<file path="src/rtl/sbc_pkg.sv">
`timescale 1ns/1ps
package sbc_pkg;

  // Mode value equals the number of gated domains (counted from the core side).
  typedef enum logic [1:0] {
    MODE_IDLE        = 2'd0,
    MODE_CORE        = 2'd1,
    MODE_CORE_PERIPH = 2'd2,
    MODE_ALL         = 2'd3
  } lpMode_t;

  typedef struct packed {
    logic    enter;  // leave running state, gate per mode
    lpMode_t mode;
    logic    wake;   // wake edge: first restore step
    logic    step;   // waking state: continue restore / resume count
  } seqCmd_t;

  function automatic lpMode_t decodeMode(input logic powerDown,
                                         input logic stopClk,
                                         input logic stall);
    if (!powerDown)  return MODE_IDLE;
    else if (stall)  return MODE_CORE;
    else if (stopClk) return MODE_ALL;
    else             return MODE_CORE_PERIPH;
  endfunction

endpackage

</file>
<file path="src/rtl/sbc_ctrl.sv">
`timescale 1ns/1ps
module sbc_ctrl
  import sbc_pkg::*;
(
  input  logic    clk,
  input  logic    rstN,
  input  logic    idleStrobe,
  input  logic    cfgPowerDown,
  input  logic    cfgStopClock,
  input  logic    cfgStall,
  input  logic    wakeIrq,
  input  logic    seqDone,
  output seqCmd_t cmd
);

  typedef enum logic [2:0] {
    ST_RUN, ST_IDLE, ST_PD_CORE, ST_PD_CP, ST_PD_ALL, ST_WAKE
  } state_t;

  state_t  state, nextState;
  lpMode_t reqMode;

  assign reqMode = decodeMode(cfgPowerDown, cfgStopClock, cfgStall);

  always_comb begin
    nextState = state;
    cmd       = '0;
    unique case (state)
      ST_RUN: begin
        if (idleStrobe) begin
          cmd.enter = 1'b1;
          cmd.mode  = reqMode;
          unique case (reqMode)
            MODE_IDLE:        nextState = ST_IDLE;
            MODE_CORE:        nextState = ST_PD_CORE;
            MODE_CORE_PERIPH: nextState = ST_PD_CP;
            default:          nextState = ST_PD_ALL;
          endcase
        end
      end
      ST_IDLE, ST_PD_CORE, ST_PD_CP, ST_PD_ALL: begin
        if (wakeIrq) begin
          cmd.wake  = 1'b1;
          nextState = ST_WAKE;
        end
      end
      ST_WAKE: begin
        cmd.step = 1'b1;
        if (seqDone) nextState = ST_RUN;
      end
      default: nextState = ST_RUN;
    endcase
  end

  always_ff @(posedge clk) begin
    if (!rstN) state <= ST_RUN;
    else       state <= nextState;
  end

endmodule

</file>
<file path="src/rtl/sbc_enables.sv">
`timescale 1ns/1ps
module sbc_enables
  import sbc_pkg::*;
#(
  parameter int RESUME_LAT = 2,
  parameter int NUM_DOM    = 3   // index 0 = PLL, 1 = peripheral, 2 = core
) (
  input  logic               clk,
  input  logic               rstN,
  input  seqCmd_t            cmd,
  output logic [NUM_DOM-1:0] domEn,
  output logic               coreHalted,
  output logic               resumePulse,
  output logic               seqDone
);

  localparam int CNT_W = (RESUME_LAT < 2) ? 1 : $clog2(RESUME_LAT + 1);
  localparam logic [CNT_W-1:0] CNT_LAST = CNT_W'(RESUME_LAT - 1);

  logic [CNT_W-1:0]   resumeCnt;
  logic [NUM_DOM-1:0] gateMask, restoreMask;
  logic               allOn;

  assign allOn   = &domEn;
  assign seqDone = cmd.step && allOn && (resumeCnt == CNT_LAST);

  // Gated domains are the top `mode` indices of the vector.
  for (genvar i = 0; i < NUM_DOM; i++) begin : g_gate
    assign gateMask[i] = (i >= NUM_DOM - int'(cmd.mode));
  end

  // Lowest-index gated domain is restored first.
  always_comb begin
    logic found;
    found       = 1'b0;
    restoreMask = '0;
    for (int i = 0; i < NUM_DOM; i++) begin
      if (!domEn[i] && !found) begin
        restoreMask[i] = 1'b1;
        found          = 1'b1;
      end
    end
  end

  always_ff @(posedge clk) begin
    if (!rstN) begin
      domEn       <= '1;
      coreHalted  <= 1'b0;
      resumePulse <= 1'b0;
      resumeCnt   <= '0;
    end else begin
      resumePulse <= seqDone;
      if (cmd.enter) begin
        domEn      <= domEn & ~gateMask;
        coreHalted <= 1'b1;
        resumeCnt  <= '0;
      end else if (cmd.wake || cmd.step) begin
        if (!allOn) begin
          domEn     <= domEn | restoreMask;
          resumeCnt <= '0;
        end else if (seqDone) begin
          coreHalted <= 1'b0;
          resumeCnt  <= '0;
        end else if (cmd.wake) begin
          resumeCnt <= '0;
        end else begin
          resumeCnt <= resumeCnt + 1'b1;
        end
      end
    end
  end

endmodule

</file>
<file path="src/rtl/standby_clock_sequencer.sv">
`timescale 1ns/1ps
module standby_clock_sequencer
  import sbc_pkg::*;
#(
  parameter int RESUME_LAT = 2
) (
  input  logic clk,
  input  logic rstN,
  input  logic idleStrobe,
  input  logic cfgPowerDown,
  input  logic cfgStopClock,
  input  logic cfgStall,
  input  logic wakeIrq,
  output logic coreClkEn,
  output logic periphClkEn,
  output logic pllEn,
  output logic coreHalted,
  output logic resumePulse
);

  localparam int NUM_DOM = 3;

  seqCmd_t            cmd;
  logic               seqDone;
  logic [NUM_DOM-1:0] domEn;

  sbc_ctrl i_ctrl (
    .clk          (clk),
    .rstN         (rstN),
    .idleStrobe   (idleStrobe),
    .cfgPowerDown (cfgPowerDown),
    .cfgStopClock (cfgStopClock),
    .cfgStall     (cfgStall),
    .wakeIrq      (wakeIrq),
    .seqDone      (seqDone),
    .cmd          (cmd)
  );

  sbc_enables #(.RESUME_LAT(RESUME_LAT), .NUM_DOM(NUM_DOM)) i_enables (
    .clk         (clk),
    .rstN        (rstN),
    .cmd         (cmd),
    .domEn       (domEn),
    .coreHalted  (coreHalted),
    .resumePulse (resumePulse),
    .seqDone     (seqDone)
  );

  assign pllEn       = domEn[0];
  assign periphClkEn = domEn[1];
  assign coreClkEn   = domEn[2];

endmodule

</file>
<file path="config.mk">
export PLATFORM = sky130hd
export DESIGN_NAME = standby_clock_sequencer
export DESIGN_NICKNAME = d
export VERILOG_FILES = /design/src/rtl/sbc_pkg.sv /design/src/rtl/sbc_ctrl.sv /design/src/rtl/sbc_enables.sv /design/src/rtl/standby_clock_sequencer.sv
export SDC_FILE = /design/constraint.sdc
export NUM_CORES = 1
export LEC_CHECK = 0
export ABC_AREA = 1
export CORE_AREA = 10 10 57 59
export CTS_BUF_LIST = sky130_fd_sc_hd__clkbuf_4 sky130_fd_sc_hd__clkbuf_8
export DETAILED_ROUTE_END_ITERATION = 8
export DIE_AREA = 0 0 67 69
export SLEW_MARGIN = 20
export SYNTH_ARGS = -nofsm -noshare
export SYNTH_HDL_FRONTEND = slang
export SYNTH_HIERARCHICAL = 1
export SYNTH_SLANG_ARGS = --single-unit
</file>
<file path="constraint.sdc">
create_clock -name clk -period 2.3 [get_ports clk]
set_input_delay 0.23 -clock clk [delete_from_list [all_inputs] [get_ports clk]]
set_output_delay 0.23 -clock clk [all_outputs]
set_load 0.02 [all_outputs]
</file>
==> flow_metrics.tcl <==
set metrics [dict create \
    hold_buffers 0 \
    path_class "reg2reg" \
    worst-r2r-cell-count 9 \
    path_max_fanout 6 \
    rsz0062_at_grt "no" \
    wirelength_um 1410 \
    fillCellCount 235 \
    placedInstanceArea_um2 779 \
    setup_viol 0 \
    grt.total_usage 0.0672 \
    worst-slew-pin-transition_ps 365 \
    clk_pin_slew_ps 70 \
    numCtsBuffers 3 \
    dp_cells 136 \
    dr.pass1.iters 4 \
    layout_commonest_cell "nand2_1" \
    synth_area_um2 634 \
    gp_congestion 0.744 \
    slew_headroom 0.755 \
    cts_max_level 1 \
    layout.cells.non_filler 139 \
    tritoncts "yes" \
    drtIter0Drc 22 \
    grt_max_degree 9 \
    clockRootBuffer "clkbuf_4" \
    finalHoldViolations 0 \
    num_rows 17 \
    power_density_nw_per_um2 1190 \
    fmax_mhz 619 \
    place_hpwl_um 1100 \
    ys_types 19 \
    drv_slew 0 \
    r2r-start "i_ctrl/state[1]" \
    clkLatencyLatePin_ps 260 \
    hold_path.class "reg2reg" \
    vias 630 \
    ys_seq_area_frac 0.316 \
    reg2reg_to "i_enables/domEn[1]" \
    maxCapViolations 0 \
    die_x_um 67 \
    fin_skew_ps 4.89 \
    p_total_mw 0.953 \
    fin_crit_sh 0.703 \
    max-vdd-ir-drop_v 0.000464 \
    synth_nets 106 \
    drtAntennaViolNets 0 \
    post-cts-setup-buffer-count 0 \
    cts_num_sinks 10 \
    area_growth_syn_to_layout_pct 26.4 \
    ff2ff_setup_slack_ps 680 \
    final_cell_mix "nand2_1, inv_1, nor2_1" \
    grt_pass1_vias 591 \
    diodes 0 \
    layout-drive-gt1-share 0.171 \
    port-buffer-count 11 \
    grt_pass1_wl_um 2480 \
    worstHoldStart "i_enables/coreHalted" \
    synth-seq-cells 10 \
    antenna_found_initial 0 \
    routedWlPerCell_um 10.2 \
    io-pin-count 12 \
    drc 0 \
    chipHeight_um 69 \
    arrival_ps 1760 \
    hold_depth 2 \
    start_util 0.295 \
    crit_required_ps 2450 \
    status "complete, no violations" \
    avgSynthCellArea_um2 6.54 \
    core_area_um2 2150 \
    crit_path_end_kind "flop" \
    synthCells 97 \
    tns_ps 0 \
    p_leak_nw 0.375 \
    yosysWarningCount 6 \
    min_to "i_enables/coreHalted" \
    die-area_um2 4620 \
    fin_area_um2 802 \
    startpoint_type "flop" \
    post_cts_resized 0 \
    clock_path_buffers 2 \
    layout_min_cycle_time_ps 1620 \
    via_per_inst 4.53 \
    fin_util 0.373 \
    final_nets 122 \
    gr-total-overflow 0 \
]
power breakdown:
part | internal [mW] | switching, mW | total [mW]
sequential | 0.227 | 0.0661 | 0.293
combinational | 0.218 | 0.322 | 0.540
clock | 0.0604 | 0.0599 | 0.120
state kept, by name (all words and copies together), names as in the netlist:
name / cells
i_enables/domEn: 3
i_enables/coreHalted: 1
i_ctrl/state: 3
i_enables/resumeCnt: 2
i_enables/resumePulse: 1
how the worst max path moves through the flow:
stage,to,cells after the start,from
final,i_enables/domEn[1],9,i_ctrl/state[1]
after global routing,i_enables/domEn[1],9,i_ctrl/state[1]
after CTS,i_enables/domEn[1],9,i_ctrl/state[1]
after detailed placement,i_enables/domEn[1],9,idleStrobe
after global placement,i_enables/domEn[1],9,idleStrobe
after floorplan,i_enables/domEn[1],9,i_ctrl/state[1]
cells by family after synthesis:
family | Yosys count | share of synthesized area
AO/OA/AOI/OAI | 10 | 0.105
adder cells (fa/ha/maj) | 2 | 0.0394
buffers and inverters | 17 | 0.101
flip-flops | 10 | 0.316
AND/OR/NAND/NOR | 58 | 0.440
cells in the mapped netlist:
master,count,share of area
nand2_2,3,0.030
dfxtp_1,10,0.32
nand3_1,11,0.087
nand3b_1,2,0.024
o21ai_1,2,0.016
nor2_2,4,0.039
nand2_1,18,0.11
nor2_1,14,0.083
a21oi_1,2,0.016
nor3_1,3,0.024
inv_1,14,0.083
o21ai_0,2,0.016
nand3_2,3,0.047
inv_2,3,0.018
ha_1,2,0.039
a21boi_1,1,0.012
a21boi_2,1,0.018
o21ai_2,1,0.014
a21oi_2,1,0.014
layer usage:
layer | GRT usage | wire [µm] | vias to the layer above
met5 | 0 | 0 | -
met4 | 0.0543 | 23 | 0
met3 | 0.0258 | 111 | 2
met2 | 0.0941 | 646 | 15
met1 | 0.0772 | 631 | 275
li1 | - | - | 338
worst max-delay path: stages, from the launching register on:
cell and delay, ps:
dfxtp_1 360, nor2_2 120, nand2_2 90, nor2_2 240
inv_1 90, nor3_1 270, nand3b_1 160, nand2_1 50
nand2_1 60, nand3_1 50
metrics by stage:
step	hold slack, ps	setup slack [ps]
floorplan	314	870
global placement	456	506
detailed placement	460	484
CTS	474	657
global route	485	445
finish	469	684
area by class of cell:
class / count / area, µm² / area share
clock buffers: 3 / 22.5 / 0.0281
inverters: 17 / 63.8 / 0.0796
multi-input cells: 70 / 370 / 0.462
flip-flops and latches: 10 / 200 / 0.250
well taps: 28 / 35.0 / 0.0437
repair buffers: 11 / 110 / 0.137
Power figures use the tool's default switching activity.
